[config.mk]
export PLATFORM = sky130hd
export DESIGN_NAME = lsu_align_unit
export DESIGN_NICKNAME = d
export VERILOG_FILES = /design/src/rtl/lsu_align_pkg.sv /design/src/rtl/lsu_ea_gen.sv /design/src/rtl/lsu_store_lanes.sv /design/src/rtl/lsu_load_extract.sv /design/src/rtl/lsu_align_unit.sv
export SDC_FILE = /design/constraint.sdc
export NUM_CORES = 1
export LEC_CHECK = 0
export BUFFER_PORTS_ARGS = -buffer_cell sky130_fd_sc_hd__buf_2
export CORE_ASPECT_RATIO = 1.4
export CORE_MARGIN = 2
export CORE_UTILIZATION = 43
export DETAILED_ROUTE_END_ITERATION = 8
export PLACE_DENSITY = 0.81
export SYNTH_ARGS = -nofsm -noshare
export SYNTH_HDL_FRONTEND = slang
export SYNTH_SLANG_ARGS = --single-unit
[constraint.sdc]
create_clock -name clk -period 2.71 [get_ports clk]
set_input_delay 0.1355 -clock clk [delete_from_list [all_inputs] [get_ports clk]]
set_output_delay 0.1355 -clock clk [all_outputs]
set_load 0.03 [all_outputs]
[src/rtl/lsu_align_pkg.sv]
package lsu_align_pkg;

    localparam int OP_W = 6;

    localparam logic [OP_W-1:0] OP_LD_BS = 6'h20;
    localparam logic [OP_W-1:0] OP_LD_HS = 6'h21;
    localparam logic [OP_W-1:0] OP_LD_W  = 6'h23;
    localparam logic [OP_W-1:0] OP_LD_BU = 6'h24;
    localparam logic [OP_W-1:0] OP_LD_HU = 6'h25;
    localparam logic [OP_W-1:0] OP_ST_B  = 6'h28;
    localparam logic [OP_W-1:0] OP_ST_H  = 6'h29;
    localparam logic [OP_W-1:0] OP_ST_W  = 6'h2b;

    typedef enum logic [1:0] {
        SZ_BYTE = 2'd0,
        SZ_HALF = 2'd1,
        SZ_WORD = 2'd2
    } acc_size_e;

    typedef struct packed {
        logic      is_load;
        logic      is_store;
        logic      sign_ext;
        acc_size_e size;
    } acc_ctl_t;

    function automatic acc_ctl_t decode_op(input logic [OP_W-1:0] op);
        acc_ctl_t c;
        c = '{is_load: 1'b0, is_store: 1'b0, sign_ext: 1'b0, size: SZ_BYTE};
        case (op)
            OP_LD_BS: c = '{is_load: 1'b1, is_store: 1'b0, sign_ext: 1'b1, size: SZ_BYTE};
            OP_LD_HS: c = '{is_load: 1'b1, is_store: 1'b0, sign_ext: 1'b1, size: SZ_HALF};
            OP_LD_W:  c = '{is_load: 1'b1, is_store: 1'b0, sign_ext: 1'b0, size: SZ_WORD};
            OP_LD_BU: c = '{is_load: 1'b1, is_store: 1'b0, sign_ext: 1'b0, size: SZ_BYTE};
            OP_LD_HU: c = '{is_load: 1'b1, is_store: 1'b0, sign_ext: 1'b0, size: SZ_HALF};
            OP_ST_B:  c = '{is_load: 1'b0, is_store: 1'b1, sign_ext: 1'b0, size: SZ_BYTE};
            OP_ST_H:  c = '{is_load: 1'b0, is_store: 1'b1, sign_ext: 1'b0, size: SZ_HALF};
            OP_ST_W:  c = '{is_load: 1'b0, is_store: 1'b1, sign_ext: 1'b0, size: SZ_WORD};
            default:  c = '{is_load: 1'b0, is_store: 1'b0, sign_ext: 1'b0, size: SZ_BYTE};
        endcase
        return c;
    endfunction

endpackage

[src/rtl/lsu_ea_gen.sv]
module lsu_ea_gen #(
    parameter int ADDR_W = 32,
    parameter int DISP_W = 16,
    parameter int OFF_W  = 2
) (
    input  logic [ADDR_W-1:0]       base,
    input  logic [DISP_W-1:0]       disp,
    output logic [ADDR_W-OFF_W-1:0] word_addr,
    output logic [OFF_W-1:0]        byte_off
);
    logic [ADDR_W-1:0] disp_ext;
    logic [ADDR_W-1:0] eff_addr;

    assign disp_ext  = {{(ADDR_W-DISP_W){disp[DISP_W-1]}}, disp};
    assign eff_addr  = base + disp_ext;
    assign word_addr = eff_addr[ADDR_W-1:OFF_W];
    assign byte_off  = eff_addr[OFF_W-1:0];
endmodule

[src/rtl/lsu_store_lanes.sv]
module lsu_store_lanes
    import lsu_align_pkg::*;
#(
    parameter int DATA_W = 32,
    localparam int BYTES = DATA_W / 8,
    localparam int OFF_W = $clog2(BYTES)
) (
    input  acc_ctl_t           ctl,
    input  logic               enable,
    input  logic [OFF_W-1:0]   byte_off,
    input  logic [DATA_W-1:0]  st_data,
    output logic [BYTES-1:0]   we,
    output logic [DATA_W-1:0]  wdata
);
    localparam int HALVES = BYTES / 2;

    logic [BYTES-1:0] lane_hit;

    // lane k (big-endian position) drives enable bit BYTES-1-k
    for (genvar k = 0; k < BYTES; k++) begin : g_lane
        always_comb begin
            case (ctl.size)
                SZ_BYTE: lane_hit[k] = (byte_off == OFF_W'(k));
                SZ_HALF: lane_hit[k] = (byte_off[OFF_W-1:1] == (OFF_W-1)'(k / 2));
                default: lane_hit[k] = 1'b1;
            endcase
        end
        assign we[BYTES-1-k] = enable & lane_hit[k];
    end

    always_comb begin
        case (ctl.size)
            SZ_BYTE: wdata = {BYTES{st_data[7:0]}};
            SZ_HALF: wdata = {HALVES{st_data[15:0]}};
            default: wdata = st_data;
        endcase
    end
endmodule

[src/rtl/lsu_load_extract.sv]
module lsu_load_extract
    import lsu_align_pkg::*;
#(
    parameter int DATA_W = 32,
    localparam int BYTES = DATA_W / 8,
    localparam int OFF_W = $clog2(BYTES)
) (
    input  acc_ctl_t          ctl,
    input  logic [OFF_W-1:0]  byte_off,
    input  logic [DATA_W-1:0] rd_word,
    output logic [DATA_W-1:0] ld_data
);
    localparam int HALVES = BYTES / 2;

    logic [7:0]  byte_at [BYTES];
    logic [15:0] half_at [HALVES];
    logic [7:0]  sel_byte;
    logic [15:0] sel_half;

    for (genvar k = 0; k < BYTES; k++) begin : g_byte
        assign byte_at[k] = rd_word[DATA_W-1-8*k -: 8];
    end
    for (genvar h = 0; h < HALVES; h++) begin : g_half
        assign half_at[h] = rd_word[DATA_W-1-16*h -: 16];
    end

    assign sel_byte = byte_at[byte_off];
    assign sel_half = half_at[byte_off[OFF_W-1:1]];

    always_comb begin
        case (ctl.size)
            SZ_BYTE: ld_data = {{(DATA_W-8){ctl.sign_ext & sel_byte[7]}}, sel_byte};
            SZ_HALF: ld_data = {{(DATA_W-16){ctl.sign_ext & sel_half[15]}}, sel_half};
            default: ld_data = rd_word;
        endcase
    end
endmodule

[src/rtl/lsu_align_unit.sv]
module lsu_align_unit
    import lsu_align_pkg::*;
#(
    parameter int ADDR_W = 32,
    parameter int DATA_W = 32,
    parameter int DISP_W = 16,
    localparam int BYTES   = DATA_W / 8,
    localparam int OFF_W   = $clog2(BYTES),
    localparam int WADDR_W = ADDR_W - OFF_W
) (
    input  logic                clk,
    input  logic                rst,
    input  logic                req_valid,
    input  logic [OP_W-1:0]     opcode,
    input  logic [ADDR_W-1:0]   base,
    input  logic [DISP_W-1:0]   disp,
    input  logic [DATA_W-1:0]   st_data,
    output logic [WADDR_W-1:0]  mem_addr,
    output logic [BYTES-1:0]    mem_we,
    output logic [DATA_W-1:0]   mem_wdata,
    output logic                mem_re,
    output logic                misalign,
    input  logic [DATA_W-1:0]   mem_rd,
    output logic                ld_valid,
    output logic [DATA_W-1:0]   ld_data
);
    acc_ctl_t         req_ctl;
    logic [OFF_W-1:0] req_off;
    logic             off_bad;
    logic             st_go;

    acc_ctl_t         ld_ctl_q;
    logic [OFF_W-1:0] ld_off_q;
    logic             ld_valid_q;

    assign req_ctl = decode_op(opcode);

    lsu_ea_gen #(
        .ADDR_W (ADDR_W),
        .DISP_W (DISP_W),
        .OFF_W  (OFF_W)
    ) u_ea (
        .base      (base),
        .disp      (disp),
        .word_addr (mem_addr),
        .byte_off  (req_off)
    );

    always_comb begin
        case (req_ctl.size)
            SZ_BYTE: off_bad = 1'b0;
            SZ_HALF: off_bad = req_off[0];
            default: off_bad = |req_off;
        endcase
    end

    assign misalign = req_valid & (req_ctl.is_load | req_ctl.is_store) & off_bad;
    assign st_go    = req_valid & req_ctl.is_store & ~off_bad;
    assign mem_re   = req_valid & req_ctl.is_load & ~off_bad;

    lsu_store_lanes #(
        .DATA_W (DATA_W)
    ) u_st (
        .ctl      (req_ctl),
        .enable   (st_go),
        .byte_off (req_off),
        .st_data  (st_data),
        .we       (mem_we),
        .wdata    (mem_wdata)
    );

    always_ff @(posedge clk) begin
        if (rst) begin
            ld_valid_q <= 1'b0;
            ld_ctl_q   <= '0;
            ld_off_q   <= '0;
        end else begin
            ld_valid_q <= mem_re;
            if (mem_re) begin
                ld_ctl_q <= req_ctl;
                ld_off_q <= req_off;
            end
        end
    end

    assign ld_valid = ld_valid_q;

    lsu_load_extract #(
        .DATA_W (DATA_W)
    ) u_ld (
        .ctl      (ld_ctl_q),
        .byte_off (ld_off_q),
        .rd_word  (mem_rd),
        .ld_data  (ld_data)
    );
endmodule

==> flow_summary_export.csv, run 1 <==
group,metric,value,unit
status,status,"complete, no violations",
clock_tree,clockBufferDepth,2,
sta,setup_ws,0.0808,ns
global_routing,grt-ovfl-total,0,
global_routing,grt_max_degree,38,
synth,synth_nets,613,
synth,synthArstFlopShare,0,%
place,post-place-ws,0.0448,ns
synth,synth_area_leader_cell,"ha_1",
pwr,ir_drop,203,µV
synth,synth_area,3170,µm²
critical_path,worst_setup_path_end_kind,"primary output",
hold_path,min_path_type,"primary input to flop",
sta,slew_headroom,49.8,%
synth,syn_avg_cell_area,6.90,µm²
clock_tree,path_clk_slew,0.04,ns
route,drt_iter0_markers,190,
critical_path,start_kind,"primary input",
synth,ys_seq_area_share,3.79,%
die,start_util,43.7,%
route,wl_per_cell,15.2,µm
pwr,netSwitchingPower,770,µW
finish,layoutNonFillerInstCount,776,
critical_path,critical_path_arrival,2.49,ns
sta,rsz0062_at_grt,"yes",
synth,netlist_instances,460,
die,ios,222,
die,die_w,76.6,µm
critical_path,rr_worst_depth,3,
finish,layout.nets,831,
critical_path,critPathRequiredTime,2.57,ns
sta,final_max_slew_viol_count,0,
pwr,comb_power_share,83.8,%
pwr,switching_share,55.1,%
critical_path,cp-startpoint,"disp[15]",
die,rows,37,
synth,ys_types,62,
place,dp.final_hpwl,10100,µm
die,fp.dieArea,8090,µm²
synth,synth_top_area_share,12.2,%
finish,drive_gt1_share,41.9,%
route,dr.pass1.iters,4,
synth,synth_flop_cell,"dfxtp_1",
hold_path,hold_path_depth,2,
hold_path,min-delay-start,"rst",
sta,min_period,2.63,ns
route,num_vias,4321,
clock_tree,clock_latency,0.22,ns
place,post-place-cells,767,
place,portBuffers,221,
critical_path,cp_max_fo,12,
pwr,internal_power,628,µW
finish,regArea,120,µm²
route,routed_wl,11800,µm
critical_path,critical_path_class,"primary input to primary output",
clock_tree,cts_sinks,6,
finish,mostFrequentLayoutCells,"217 x buf_2, 64 x nand2_1, 33 x a21oi_1, 32 x nor2_1, 29 x ha_1",
die,core_area,7270,µm²
synth,synth_edf_count,0,
finish,multi_input_area,2910,µm²
route,drc,0,
pwr,seqPwrFrac,6.5,%
sta,clock.fmax,380,MHz
route,ant_nets,0,
sta,setup_viol,0,
run,cap_violations,0,
sta,fin_skew,0,ns
synth,ys_seq_elements,6,
sta,post-route-period-util,97.0,%
clock_tree,cts_buffers,3,
global_routing,grt_antenna_before_repair,7,
clock_tree,cts_tree,"done",
pwr,p_clk_share,9.7,%
clock_tree,postCtsHoldBufs,0,
route,vias_per_cell,5.57,
critical_path,timing.rr.start,"ld_off_q[1]",
finish,layout_commonest_cell,"buf_2",
synth,synth_area_leaders,"ha_1 12%, nand2_1 7.6%, a21o_1 6.6%, xnor2_1 5.8%, a21oi_1 5.4%",
place,gp_congestion,0.906,
pwr,powerDensity,309,nW/µm²
die,fp.dieH,106,µm
global_routing,grt_pass1_vias,4080,
global_routing,grt_pass1_wl,18600,µm
synth,yosysWarnings,0,
sta,worst_pin_slew,0.734,ns
sta,hold_violations,0,
clock_tree,cts_root_buf,"clkbuf_8",
pwr,p_leak,0.00255,µW
clock_tree,htreeDepth,1,
finish,fillerInstances,690,
finish,area_growth,42.7,%
global_routing,grt_use_total,27.3,%
power groups by stage:
stage,sequential [µW],combinational (µW),clock [µW]
after floorplan,92.0,781,0
after global placement,91.8,1130,0
after detailed placement,91.9,1140,0
after CTS,90.6,1150,139
after global routing,90.6,1260,143
final,90.6,1170,136
stage by stage:
step / area, µm² / setup TNS [ns] / utilization [%] / hold WS (ns) / power [µW]
4_1_cts: 4450 / 0 / 61.3 / 0.156 / 1380
3_3_place_gp: 4400 / 0 / 60.5 / 0.383 / 1220
5_1_grt: 4520 / -0.0452 / 62.2 / 0.179 / 1490
6_report: 4530 / 0 / 62.3 / 0.154 / 1400
2_1_floorplan: 3180 / 0 / - / 0.207 / 873
3_5_place_dp: 4400 / 0 / 60.5 / 0.392 / 1230
timing repair:
action / in CTS / in global routing
endpoints found under the setup margin: 1 / 21
gates resized for setup: 0 / 16
pin swaps: 1 / 6
buffers inserted: 2 / 1
routing by layer:
metal	up-vias	track usage (%)	wire, µm
met5	-	0	27
met4	4	6.23	169
met3	17	8.65	1070
met2	185	52.7	6230
met1	1973	28.4	4310
li1	2142	-	-
cells in the mapped netlist, types with 12 or more instances:
library cell  number
a21oi_1           34
clkbuf_1          17
o21ai_0           21
inv_1             12
ha_1              31
nor2b_1           12
xnor2_1           21
a22oi_1           19
mux2_2            12
nand2_1           64
nor2_1            32
a21o_1            28
registers in the layout, indices dropped and copies added (netlist names):
signal	count
ld_ctl_q	3
ld_off_q	2
ld_valid	1
critical path: stages:
cell and delay [ns]:
clkbuf_4 0.20, buf_4 0.19, ha_1 0.32, or2_2 0.33, a31o_2 0.27, a21oi_1 0.15
o21ai_0 0.16, or3_1 0.38, nand3_1 0.11, a311oi_2 0.04, buf_4 0.19
layout make-up:
type | instances | area share, %
Sequential cell | 6 | 2.65
Inverter | 12 | 0.995
Clock buffer | 3 | 0.912
Timing Repair Buffer | 243 | 28.3
Antenna cell | 3 | 0.166
Multi-Input combinational cell | 412 | 64.3
Tap cell | 97 | 2.68
final timing paths:
path | slack [ns] | end
min | 0.15 | ld_ctl_q[2]
min reg2reg | 0.49 | ld_ctl_q[2]
max | 0.08 | mem_addr[28]
max reg2reg | 1.77 | ld_off_q[1]
logic make-up (layout without fill, tap and decap cells):
kind of cell | Yosys count | count (layout) | synth area share (%)
xor+xnor | 28 | 28 | 7.73
buf+inv | 42 | 258 | 6.58
simple gates | 167 | 167 | 25.9
flops | 6 | 6 | 3.79
mux | 23 | 23 | 7.73
fa+ha+maj | 32 | 32 | 12.9
compound gates | 162 | 162 | 35.4
other cells | 0 | 3 | 0
Note: power is estimated with default switching activity, not from simulation.
==> inputs of run 2 (changes only) <==
--- a/config.mk
+++ b/config.mk
@@ -10,6 +10,7 @@
 export CORE_MARGIN = 2
 export CORE_UTILIZATION = 43
 export DETAILED_ROUTE_END_ITERATION = 8
+export MAX_ROUTING_LAYER = met4
 export PLACE_DENSITY = 0.81
 export SYNTH_ARGS = -nofsm -noshare
 export SYNTH_HDL_FRONTEND = slang
==> flow_summary_export.csv, run 2 (synthesis gave the netlist of run 1 again) <==
group,metric,value,unit
critical_path,timing.rr.start,"ld_off_q[1]",
sta,fin_skew,0,ns
global_routing,grt_pass1_wl,18200,µm
critical_path,worst_setup_path_end_kind,"primary output",
finish,layoutNonFillerInstCount,780,
pwr,ir_drop,183,µV
global_routing,grt_antenna_before_repair,7,
route,wl_per_cell,15.3,µm
die,rows,37,
critical_path,critical_path_class,"primary input to primary output",
finish,mostFrequentLayoutCells,"218 x buf_2, 64 x nand2_1, 34 x a21oi_1, 32 x nor2_1, 28 x a21o_1",
critical_path,start_kind,"primary input",
critical_path,cp_max_fo,3,
clock_tree,path_clk_slew,0.04,ns
clock_tree,cts_root_buf,"clkbuf_8",
place,post-place-cells,767,
sta,post-route-period-util,96.3,%
die,start_util,43.7,%
route,drc,0,
critical_path,rr_endpoint,"ld_off_q[1]",
finish,largest_register_ffs,3,
place,placed_area,4400,µm²
sta,min_period,2.61,ns
global_routing,grt_use_total,27.7,%
sta,slew_headroom,47.1,%
global_routing,grt_use_met1,28.9,%
route,dr.pass1.iters,5,
finish,fillerInstances,703,
clock_tree,postCtsHoldBufs,0,
hold_path,min-delay-start,"rst",
hold_path,min_to,"ld_ctl_q[0]",
run,cap_violations,0,
clock_tree,cts_buffers,3,
die,core_area,7270,µm²
critical_path,rrSetupSlack,1.76,ns
clock_tree,clockBufferDepth,2,
route,ant_nets,0,
global_routing,grt_max_degree,38,
global_routing,grt_pass1_vias,3914,
critical_path,critical_path_arrival,2.47,ns
sta,final_max_slew_viol_count,0,
die,die_w,76.6,µm
clock_tree,clock_latency,0.22,ns
critical_path,rr_worst_depth,3,
finish,layout.nets,830,
sta,clock.fmax,383,MHz
route,routed_wl,11900,µm
global_routing,use_met2,50.1,%
sta,hold_violations,0,
global_routing,grt.busiest_layer,"met2",
finish,layout_commonest_cell,"buf_2",
finish,final_area,4570,µm²
pwr,powerDensity,306,nW/µm²
sta,final.setup.tns,0,ns
hold_path,min_path_type,"primary input to flop",
place,dp.final_hpwl,9960,µm
clock_tree,htreeDepth,1,
sta,rsz0062_at_grt,"yes",
finish,area_growth,43.9,%
status,status,"complete, no violations",
finish,largest-register,"ld_ctl_q",
place,portBuffers,221,
sta,worst_pin_slew,0.791,ns
hold_path,hold_path_depth,2,
clock_tree,cts_sinks,6,
global_routing,grt-ovfl-total,0,
place,gp_congestion,0.953,
pwr,p_leak,0.00254,µW
clock_tree,cts_tree,"done",
die,ios,222,
die,fp.dieH,106,µm
route,num_vias,4326,
finish,drive_gt1_share,42.4,%
route,vias_per_cell,5.55,
die,fp.dieArea,8090,µm²
route,drt_iter0_markers,190,
global_routing,use_met3,9.08,%
critical_path,critPathRequiredTime,2.57,ns
sta,setup_viol,0,
-- run 2: cell types whose count changed in the layout (fill, tap and decap cells not counted), sizes merged --
cell / before / now
clkbuf: 4 / 3
diode: 3 / 8
-- run 2: worst max-delay path, stage by stage --
cell and delay, ns:
buf_2 0.10, ha_1 0.21, inv_1 0.07, fa_1 0.21, nor2b_2 0.06, o211ai_1 0.20
a31oi_1 0.14, o32ai_2 0.40, a211oi_2 0.15, buf_4 0.17, buf_4 0.13, a311oi_2 0.26
buf_2 0.24
-- run 2: repair_timing --
item | in CTS | in global routing
endpoints found under the hold margin | 0 | 0
resized for setup | 1 | 18
pin swaps | 0 | 3
setup endpoints to repair | 16 | 5
setup buffers | 0 | 2
-- run 2: per-layer routing --
layer | routed length, µm | up-vias
met1 | 4370 | 1958
met2 | 6210 | 197
met4 | 150 | 0
met3 | 1200 | 18
met5 | 0 | -
li1 | - | 2153
-- run 2: worst max-delay path by stage --
stage | end | slack (ns) | cells past startpoint | from
2_1_floorplan | mem_addr[26] | 0.05 | 10 | base[0]
3_3_place_gp | mem_addr[28] | 0.07 | 12 | base[0]
3_5_place_dp | mem_addr[28] | 0.05 | 12 | base[0]
4_1_cts | mem_addr[28] | 0.02 | 12 | base[0]
5_1_grt | mem_addr[28] | -0.01 | 13 | base[0]
6_report | mem_addr[28] | 0.10 | 13 | base[0]
-- run 2: through the flow --
step / utilization, % / setup WS (ns) / hold slack [ns] / total power (µW)
2_1_floorplan: - / 0.0468 / 0.207 / 873
3_3_place_gp: 60.5 / 0.0687 / 0.383 / 1220
3_5_place_dp: 60.5 / 0.0548 / 0.388 / 1230
4_1_cts: 61.1 / 0.0191 / 0.155 / 1370
5_1_grt: 62.8 / -0.0118 / 0.172 / 1500
6_report: 62.8 / 0.101 / 0.157 / 1400
-- run 2: final cells by class --
class,instances,area (µm²),area share [%]
multi-input cells,412,2950,64.5
well taps,97,121,2.66
repair buffers,242,1270,27.8
flip-flops and latches,6,120,2.63
diodes,8,20.0,0.438
clock buffers,3,41.3,0.904
inverters,12,45.0,0.987
-- run 2: report_power, final --
part	internal, µW	switching (µW)	total [µW]
clock network	95.3	37.1	132
logic	446	730	1180
registers	89.8	0.786	90.6
total	632	767	1400
